[config.mk]
export PLATFORM = sky130hd
export DESIGN_NAME = irq_prio_ctrl
export DESIGN_NICKNAME = d
export VERILOG_FILES = /design/src/rtl/irq_pkg.sv /design/src/rtl/irq_pending_bank.sv /design/src/rtl/irq_level_arbiter.sv /design/src/rtl/irq_nest_counter.sv /design/src/rtl/irq_prio_ctrl.sv
export SDC_FILE = /design/constraint.sdc
export NUM_CORES = 1
export LEC_CHECK = 0
export BUFFER_PORTS_ARGS = -buffer_cell sky130_fd_sc_hd__buf_2
export CORE_ASPECT_RATIO = 1.1
export CORE_MARGIN = 2
export CORE_UTILIZATION = 50
export CTS_BUF_LIST = sky130_fd_sc_hd__clkbuf_16
export DETAILED_ROUTE_END_ITERATION = 7
export GPL_ROUTABILITY_DRIVEN = 0
export PLACE_DENSITY_LB_ADDON = 0.3
export SETUP_SLACK_MARGIN = 0.02
export SLEW_MARGIN = 20
export SYNTH_ARGS = -nofsm -noshare
export SYNTH_HDL_FRONTEND = slang
export SYNTH_SLANG_ARGS = --single-unit
[constraint.sdc]
create_clock -name clk -period 55.1 [get_ports clk]
set_input_delay 11.02 -clock clk [delete_from_list [all_inputs] [get_ports clk]]
set_output_delay 11.02 -clock clk [all_outputs]
set_load 0.1 [all_outputs]
[src/rtl/irq_pkg.sv]
package irq_pkg;
  localparam int ADDR_W = 4;
  localparam int WORD_W = 16;
  localparam int LVL_W  = 2;

  localparam logic [ADDR_W-1:0] OFF_ENLO = 4'd0;
  localparam logic [ADDR_W-1:0] OFF_ENHI = 4'd2;
  localparam logic [ADDR_W-1:0] OFF_PEND = 4'd4;
  localparam logic [ADDR_W-1:0] OFF_VEC  = 4'd6;
  localparam logic [ADDR_W-1:0] OFF_CNT  = 4'd7;
  localparam logic [ADDR_W-1:0] OFF_DIS  = 4'd8;
  localparam logic [ADDR_W-1:0] OFF_ENA  = 4'd9;

  typedef logic [LVL_W-1:0] level_t;
endpackage

[src/rtl/irq_pending_bank.sv]
module irq_pending_bank #(
  parameter int NSRC   = 32,
  parameter int WORD_W = 16,
  parameter int IDX_W  = $clog2(NSRC),
  localparam int NWORD = NSRC / WORD_W
) (
  input  logic              clk,
  input  logic              rst_n,
  input  logic [NSRC-1:0]   src_req,
  input  logic [NWORD-1:0]  word_wr,
  input  logic [WORD_W-1:0] wdata,
  input  logic              clr_en,
  input  logic [IDX_W-1:0]  clr_idx,
  output logic [NSRC-1:0]   flags
);
  logic [NSRC-1:0] keep_mask;
  logic [NSRC-1:0] clr_mask;

  always_comb begin
    clr_mask = '0;
    if (clr_en) clr_mask[clr_idx] = 1'b1;
  end

  for (genvar w = 0; w < NWORD; w++) begin : g_word
    assign keep_mask[w*WORD_W +: WORD_W] = word_wr[w] ? wdata : {WORD_W{1'b1}};
  end

  always_ff @(posedge clk or negedge rst_n) begin
    if (!rst_n) flags <= '0;
    else        flags <= (flags & keep_mask & ~clr_mask) | src_req;
  end

  // every request lands, whatever clears hit the same cycle
  a_r4_set_wins: assert property (@(posedge clk) disable iff (!rst_n)
    (src_req != '0) |=> ((flags & $past(src_req)) == $past(src_req)));
  // with no write and no acceptance, no pending bit is lost
  a_r3_sticky: assert property (@(posedge clk) disable iff (!rst_n)
    (word_wr == '0 && !clr_en) |=> ((flags & $past(flags)) == $past(flags)));
endmodule

[src/rtl/irq_level_arbiter.sv]
module irq_level_arbiter
  import irq_pkg::*;
#(
  parameter int NSRC  = 32,
  parameter int IDX_W = $clog2(NSRC)
) (
  input  logic [NSRC-1:0]  pend,
  input  logic [NSRC-1:0]  en_lo,
  input  logic [NSRC-1:0]  en_hi,
  output logic             any,
  output logic [IDX_W-1:0] idx
);
  level_t lvl [NSRC];
  level_t best;

  for (genvar i = 0; i < NSRC; i++) begin : g_lvl
    assign lvl[i] = pend[i] ? {en_hi[i], en_lo[i]} : '0;
  end

  // strict compare keeps the first (lowest) index on equal levels
  always_comb begin
    any  = 1'b0;
    idx  = '0;
    best = '0;
    for (int i = 0; i < NSRC; i++) begin
      if (lvl[i] > best) begin
        best = lvl[i];
        idx  = IDX_W'(i);
        any  = 1'b1;
      end
    end
  end

  // a chosen source is pending and not masked
  always_comb begin
    if (any) a_r5_pick_valid: assert (pend[idx] && (en_hi[idx] || en_lo[idx]));
  end
endmodule

[src/rtl/irq_nest_counter.sv]
module irq_nest_counter #(
  parameter int CNT_W = 3,
  localparam int CMAX = (1 << CNT_W) - 1
) (
  input  logic             clk,
  input  logic             rst_n,
  input  logic             inc_bus,
  input  logic             dec_bus,
  input  logic             inc_ack,
  input  logic             load,
  input  logic [CNT_W-1:0] load_val,
  output logic [CNT_W-1:0] cnt
);
  int sum;
  logic [CNT_W-1:0] nxt;

  always_comb begin
    sum = int'(cnt) + int'(inc_bus) + int'(inc_ack) - int'(dec_bus);
    if (sum > CMAX) sum = CMAX;
    if (sum < 0)    sum = 0;
    nxt = load ? load_val : CNT_W'(sum);
  end

  always_ff @(posedge clk or negedge rst_n) begin
    if (!rst_n) cnt <= '0;
    else        cnt <= nxt;
  end

  a_r6_sat_top: assert property (@(posedge clk) disable iff (!rst_n)
    (cnt == CNT_W'(CMAX) && inc_bus && !dec_bus && !load) |=> cnt == CNT_W'(CMAX));
  a_r6_sat_floor: assert property (@(posedge clk) disable iff (!rst_n)
    (cnt == '0 && dec_bus && !inc_bus && !inc_ack && !load) |=> cnt == '0);
endmodule

[src/rtl/irq_prio_ctrl.sv]
module irq_prio_ctrl
  import irq_pkg::*;
#(
  parameter int NSRC  = 32,
  parameter int CNT_W = 3,
  localparam int IDX_W = $clog2(NSRC),
  localparam int NWORD = NSRC / WORD_W
) (
  input  logic              clk,
  input  logic              rst_n,
  input  logic              bus_sel,
  input  logic              bus_we,
  input  logic [ADDR_W-1:0] bus_addr,
  input  logic [WORD_W-1:0] bus_wdata,
  output logic [WORD_W-1:0] bus_rdata,
  input  logic [NSRC-1:0]   src_req,
  output logic              irq_valid,
  input  logic              irq_ready,
  output logic [IDX_W-1:0]  irq_vector
);
  logic             wr;
  logic [NSRC-1:0]  en_lo, en_hi, pend;
  logic [NWORD-1:0] pend_wr;
  logic             cand_any;
  logic [IDX_W-1:0] cand_idx;
  logic [CNT_W-1:0] cnt;
  logic             accept;

  assign wr     = bus_sel && bus_we;
  assign accept = irq_valid && irq_ready;

  for (genvar w = 0; w < NWORD; w++) begin : g_en
    localparam logic [ADDR_W-1:0] A_LO = ADDR_W'(OFF_ENLO + w);
    localparam logic [ADDR_W-1:0] A_HI = ADDR_W'(OFF_ENHI + w);
    localparam logic [ADDR_W-1:0] A_PD = ADDR_W'(OFF_PEND + w);
    always_ff @(posedge clk or negedge rst_n) begin
      if (!rst_n) begin
        en_lo[w*WORD_W +: WORD_W] <= '0;
        en_hi[w*WORD_W +: WORD_W] <= '0;
      end else if (wr) begin
        if (bus_addr == A_LO) en_lo[w*WORD_W +: WORD_W] <= bus_wdata;
        if (bus_addr == A_HI) en_hi[w*WORD_W +: WORD_W] <= bus_wdata;
      end
    end
    assign pend_wr[w] = wr && bus_addr == A_PD;
  end

  irq_pending_bank #(.NSRC(NSRC), .WORD_W(WORD_W), .IDX_W(IDX_W)) u_pend (
    .clk(clk), .rst_n(rst_n), .src_req(src_req), .word_wr(pend_wr),
    .wdata(bus_wdata), .clr_en(accept), .clr_idx(irq_vector), .flags(pend)
  );

  irq_level_arbiter #(.NSRC(NSRC), .IDX_W(IDX_W)) u_arb (
    .pend(pend), .en_lo(en_lo), .en_hi(en_hi), .any(cand_any), .idx(cand_idx)
  );

  irq_nest_counter #(.CNT_W(CNT_W)) u_cnt (
    .clk(clk), .rst_n(rst_n),
    .inc_bus(wr && bus_addr == OFF_DIS),
    .dec_bus(wr && bus_addr == OFF_ENA),
    .inc_ack(accept),
    .load(wr && bus_addr == OFF_CNT),
    .load_val(bus_wdata[CNT_W-1:0]),
    .cnt(cnt)
  );

  // offer stage: vector frozen from offer until acceptance
  always_ff @(posedge clk or negedge rst_n) begin
    if (!rst_n) begin
      irq_valid  <= 1'b0;
      irq_vector <= '0;
    end else if (!irq_valid) begin
      if (cnt == '0 && cand_any) begin
        irq_valid  <= 1'b1;
        irq_vector <= cand_idx;
      end
    end else if (irq_ready) begin
      irq_valid <= 1'b0;
    end
  end

  always_comb begin
    bus_rdata = '0;
    if (bus_sel) begin
      for (int w = 0; w < NWORD; w++) begin
        if (bus_addr == ADDR_W'(OFF_ENLO + w)) bus_rdata = en_lo[w*WORD_W +: WORD_W];
        if (bus_addr == ADDR_W'(OFF_ENHI + w)) bus_rdata = en_hi[w*WORD_W +: WORD_W];
        if (bus_addr == ADDR_W'(OFF_PEND + w)) bus_rdata = pend[w*WORD_W +: WORD_W];
      end
      if (bus_addr == OFF_VEC) bus_rdata = WORD_W'(cand_any ? cand_idx : irq_vector);
      if (bus_addr == OFF_CNT) bus_rdata = WORD_W'(cnt);
    end
  end

  a_r7_gate: assert property (@(posedge clk) disable iff (!rst_n)
    (!irq_valid && cnt != '0) |=> !irq_valid);
  a_r8_hold: assert property (@(posedge clk) disable iff (!rst_n)
    (irq_valid && !irq_ready) |=> (irq_valid && $stable(irq_vector)));
  a_r8_drop: assert property (@(posedge clk) disable iff (!rst_n)
    accept |=> !irq_valid);
  a_r8_clear: assert property (@(posedge clk) disable iff (!rst_n)
    (accept && !src_req[irq_vector]) |=> !pend[$past(irq_vector)]);
endmodule

==> reports/summary.json <==
{
  "clk_transition_reported_paths": {"value": 0.08, "unit": "ns"},
  "cts_max_path_buffers": {"value": 2},
  "insertion_delay": {"value": 0.36, "unit": "ns"},
  "h-tree-depth": {"value": 3},
  "p_int": {"value": 0.000253, "unit": "W"},
  "worst-endpoint-required": {"value": 44.08, "unit": "ns"},
  "final-setup-viol-count": {"value": 0},
  "route.vias.total": {"value": 7614},
  "worst_reg_to_reg_cells": {"value": 155},
  "power.share.combinational": {"value": 0.671},
  "clockPowerShare": {"value": 0.121},
  "grt_pass1_vias": {"value": 7298},
  "ys.flop_type": {"value": "sky130_fd_sc_hd__dfrtp_1"},
  "ios": {"value": 79},
  "worst_path_largest_cell_delay": {"value": 0.59, "unit": "ns"},
  "route.detailed.drc": {"value": 0},
  "crit_slowest_cell": {"value": "sky130_fd_sc_hd__o21ai_0"},
  "detailed_place_hpwl": {"value": 18.9, "unit": "mm"},
  "max_slew.worst_pin.slew": {"value": 1.18, "unit": "ns"},
  "r2r-start": {"value": "u_pend.flags[1]"},
  "highest_layer": {"value": "met4"},
  "outcome": {"value": "completed"},
  "layout_min_cycle_time": {"value": 44.36, "unit": "ns"},
  "kind_of_end_point_of_the_critical_path": {"value": "primary output"},
  "sequential_share_of_the_synthesized_area": {"value": 0.314},
  "instances_no_fill": {"value": 1226},
  "synthDominantCellAreaShare": {"value": 0.314},
  "floorplan.core_area": {"value": 16400, "unit": "µm²"},
  "r2r_setup_slk": {"value": 22.57, "unit": "ns"},
  "post-place-cells": {"value": 1211},
  "postCtsSetupRepairBufs": {"value": 0},
  "critPathKind": {"value": "register to primary output"},
  "global_route.overflow_total": {"value": 0},
  "drtIter0Drc": {"value": 627},
  "p_per_area": {"value": 55.0, "unit": "nW/µm²"},
  "most_common_cell_after_layout_fill_and_taps_aside": {"value": "sky130_fd_sc_hd__nand2_1"},
  "drt_wirelength": {"value": 25.4, "unit": "mm"},
  "route.antenna.remaining_nets": {"value": 0},
  "buffer_ports.inserted": {"value": 78},
  "synth.yosys.warnings": {"value": 0},
  "grt_usage": {"value": 0.287},
  "setup_tns_after_final_layout": {"value": 0, "unit": "ns"},
  "fp.dieArea": {"value": 17800, "unit": "µm²"},
  "initial_core_util": {"value": 0.512},
  "peakVddDrop": {"value": 0.0287, "unit": "mV"},
  "cap_violations": {"value": 0},
  "finalMaxSlewViolations": {"value": 0},
  "met3_routed_length": {"value": 1.91, "unit": "mm"},
  "grt_setup_unrepaired": {"value": "no"},
  "min_delay_path_depth": {"value": 1},
  "tritoncts_clock_tree": {"value": "built"},
  "final_net_count": {"value": 1176},
  "total_number_of_placement_rows": {"value": 49},
  "relSlewSlack": {"value": 0.209},
  "mapped_nets": {"value": 1098},
  "syn-instance-count": {"value": 940},
  "post_cts_resize_count": {"value": 0},
  "most_numerous_cell_on_the_critical_path": {"value": "sky130_fd_sc_hd__ha_1"},
  "fmax": {"value": 0.0225, "unit": "GHz"},
  "grt_max_degree": {"value": 76},
  "yosysTopAreaCell": {"value": "sky130_fd_sc_hd__dfrtp_1"},
  "cts.root.buffer_cell": {"value": "sky130_fd_sc_hd__clkbuf_16"},
  "num_antenna_cells": {"value": 0},
  "timing.final.crit_share": {"value": 0.805},
  "netlist_top_cells_area": {"value": "sky130_fd_sc_hd__dfrtp_1 (31%), sky130_fd_sc_hd__ha_1 (15%), sky130_fd_sc_hd__mux2_2 (9.4%), sky130_fd_sc_hd__nand2_1 (5.1%), sky130_fd_sc_hd__a21oi_1 (3.3%)"},
  "hp-class": {"value": "register to register"},
  "core_util_final": {"value": 0.569},
  "synth_edf_count": {"value": 0},
  "worst_ep_arrival_time": {"value": 33.34, "unit": "ns"},
  "crit-reg2reg-capture": {"value": "irq_vector[1]"},
  "drt-vias-per-instance": {"value": 6.21},
  "timing.hold.worst_endpoint": {"value": "en_lo[27]"},
  "power.switching_fraction": {"value": 0.506},
  "netlist_area": {"value": 8380, "unit": "µm²"},
  "cp_max_fo": {"value": 8},
  "synth-async-reset-ratio": {"value": 1.00},
  "m1WireLength": {"value": 10.4, "unit": "mm"},
  "share_of_layout_cells_above_drive_strength_1": {"value": 0.228},
  "die_h": {"value": 140, "unit": "µm"},
  "die_width": {"value": 127, "unit": "µm"},
  "mostFrequentLayoutCells": {"value": "sky130_fd_sc_hd__nand2_1 (114), sky130_fd_sc_hd__dfrtp_1 (105), sky130_fd_sc_hd__ha_1 (100)"},
  "p_sw": {"value": 0.000259, "unit": "W"},
  "wl_per_cell": {"value": 20.7, "unit": "µm"},
  "grt_antenna_before_repair": {"value": 0},
  "cts_sinks": {"value": 105},
  "clock_buffer_count_from_cts": {"value": 9},
  "timing.critical_path.from_type": {"value": "register"},
  "worstHoldStart": {"value": "en_lo[27]"},
  "areaGrowthSynthToFinish": {"value": 11.2, "unit": "%"},
  "drt_pre_antenna_iters": {"value": 6},
  "wire_length_of_the_first_global_routing_pass": {"value": 39.4, "unit": "mm"},
  "power.share.sequential": {"value": 0.209},
  "leakage_power": {"value": 4.49, "unit": "nW"},
  "worst_clock_skew": {"value": 0.00650, "unit": "ns"},
  "met2RoutedLength": {"value": 11.8, "unit": "mm"},
  "count_of_different_cell_masters_after_synthesis": {"value": 79},
  "cts_hold_repair.buffers": {"value": 0},
  "ys_ff_latch": {"value": 105},
  "endpoints_failing_hold": {"value": 0},
  "syn_avg_cell_area": {"value": 8.91, "unit": "µm²"}
}
[routing by layer]
metal / global-route usage / vias up
li1: - / 3546
met1: 0.361 / 3638
met2: 0.473 / 348
met3: 0.0515 / 82
met4: 0.141 / 0
met5: 0 / -
[sequential cells by signal, summed over array words and instances, names as in the netlist]
name	flops
u_cnt.cnt	3
en_hi	32
en_lo	32
irq_valid	1
u_pend.flags	32
irq_vector	5
[how the worst max path moves through the flow]
stage                    startpoint            to  slack, ns  depth (start not counted)
floorplan           u_pend.flags[1]  bus_rdata[1]      14.18                        156
global placement    u_pend.flags[1]  bus_rdata[3]      12.22                        157
detailed placement  u_pend.flags[1]  bus_rdata[3]      11.70                        157
CTS                 u_pend.flags[1]  bus_rdata[3]      11.17                        157
global route        u_pend.flags[1]  bus_rdata[3]       8.02                        158
finish              u_pend.flags[1]  bus_rdata[2]      10.74                        157
[layout make-up]
| cell class | instances | area [µm²] |
|---|---|---|
| Sequential cell | 105 | 2630 |
| Clock buffer | 9 | 225 |
| Fill cell | 1510 | 7050 |
| Timing Repair Buffer | 91 | 490 |
| Tap cell | 204 | 255 |
| Clock inverter | 6 | 43.8 |
| Inverter | 69 | 259 |
| Multi-Input combinational cell | 742 | 5420 |
[cell families after synthesis]
group	synth area share
simple gates	0.176
compound gates	0.214
flops	0.314
fa+ha+maj	0.152
buf+inv	0.0429
mux	0.0983
xor+xnor	0.00314
[worst max-delay path, delay by kind of cell, from the launching register on]
kind	cells	cell delay [ns]
AOI/OAI and AO/OA	55	14.13
adders and majority gates	31	7.47
buffers and inverters	19	1.31
DFF	1	0.43
muxes	7	2.05
and+or+nand+nor	45	7.57
[metrics by stage]
step	total power (W)	instance area [µm²]	worst slack, ns	hold WS [ns]
4_1_cts	0.000510	9320	11.17	0.532
6_report	0.000512	9320	10.74	0.531
2_1_floorplan	0.000369	8380	14.18	0.486
3_5_place_dp	0.000447	9050	11.70	0.515
5_1_grt	0.000561	9320	8.02	0.551
3_3_place_gp	0.000439	9050	12.22	0.510
[power groups by stage]
stage,clock [W],sequential [W],combinational (W)
3_5_place_dp,0,0.000107,0.000339
6_report,0.0000619,0.000107,0.000343
2_1_floorplan,0,0.000113,0.000256
3_3_place_gp,0,0.000107,0.000332
5_1_grt,0.0000655,0.000108,0.000387
4_1_cts,0.0000625,0.000106,0.000341
[cell usage after synthesis, types with 5 or more instances]
library cell               number
sky130_fd_sc_hd__a21o_1        15
sky130_fd_sc_hd__a21oi_1       56
sky130_fd_sc_hd__a22oi_1       32
sky130_fd_sc_hd__a31oi_1       16
sky130_fd_sc_hd__and2_1         8
sky130_fd_sc_hd__buf_2          8
sky130_fd_sc_hd__clkbuf_1      16
sky130_fd_sc_hd__dfrtp_1      105
sky130_fd_sc_hd__ha_1         100
sky130_fd_sc_hd__inv_1         69
sky130_fd_sc_hd__mux2_2        70
sky130_fd_sc_hd__nand2_1      114
sky130_fd_sc_hd__nand2b_1      15
sky130_fd_sc_hd__nand3_1       27
sky130_fd_sc_hd__nor2_1        55
sky130_fd_sc_hd__nor2b_1       10
sky130_fd_sc_hd__nor3_1         9
sky130_fd_sc_hd__nor3b_1        5
sky130_fd_sc_hd__o211ai_1       5
sky130_fd_sc_hd__o21ai_0       54
sky130_fd_sc_hd__o21bai_1      10
sky130_fd_sc_hd__o22ai_1       17
sky130_fd_sc_hd__or2_2         26
sky130_fd_sc_hd__or3_1          5
Note: power is estimated with default switching activity, not from simulation.
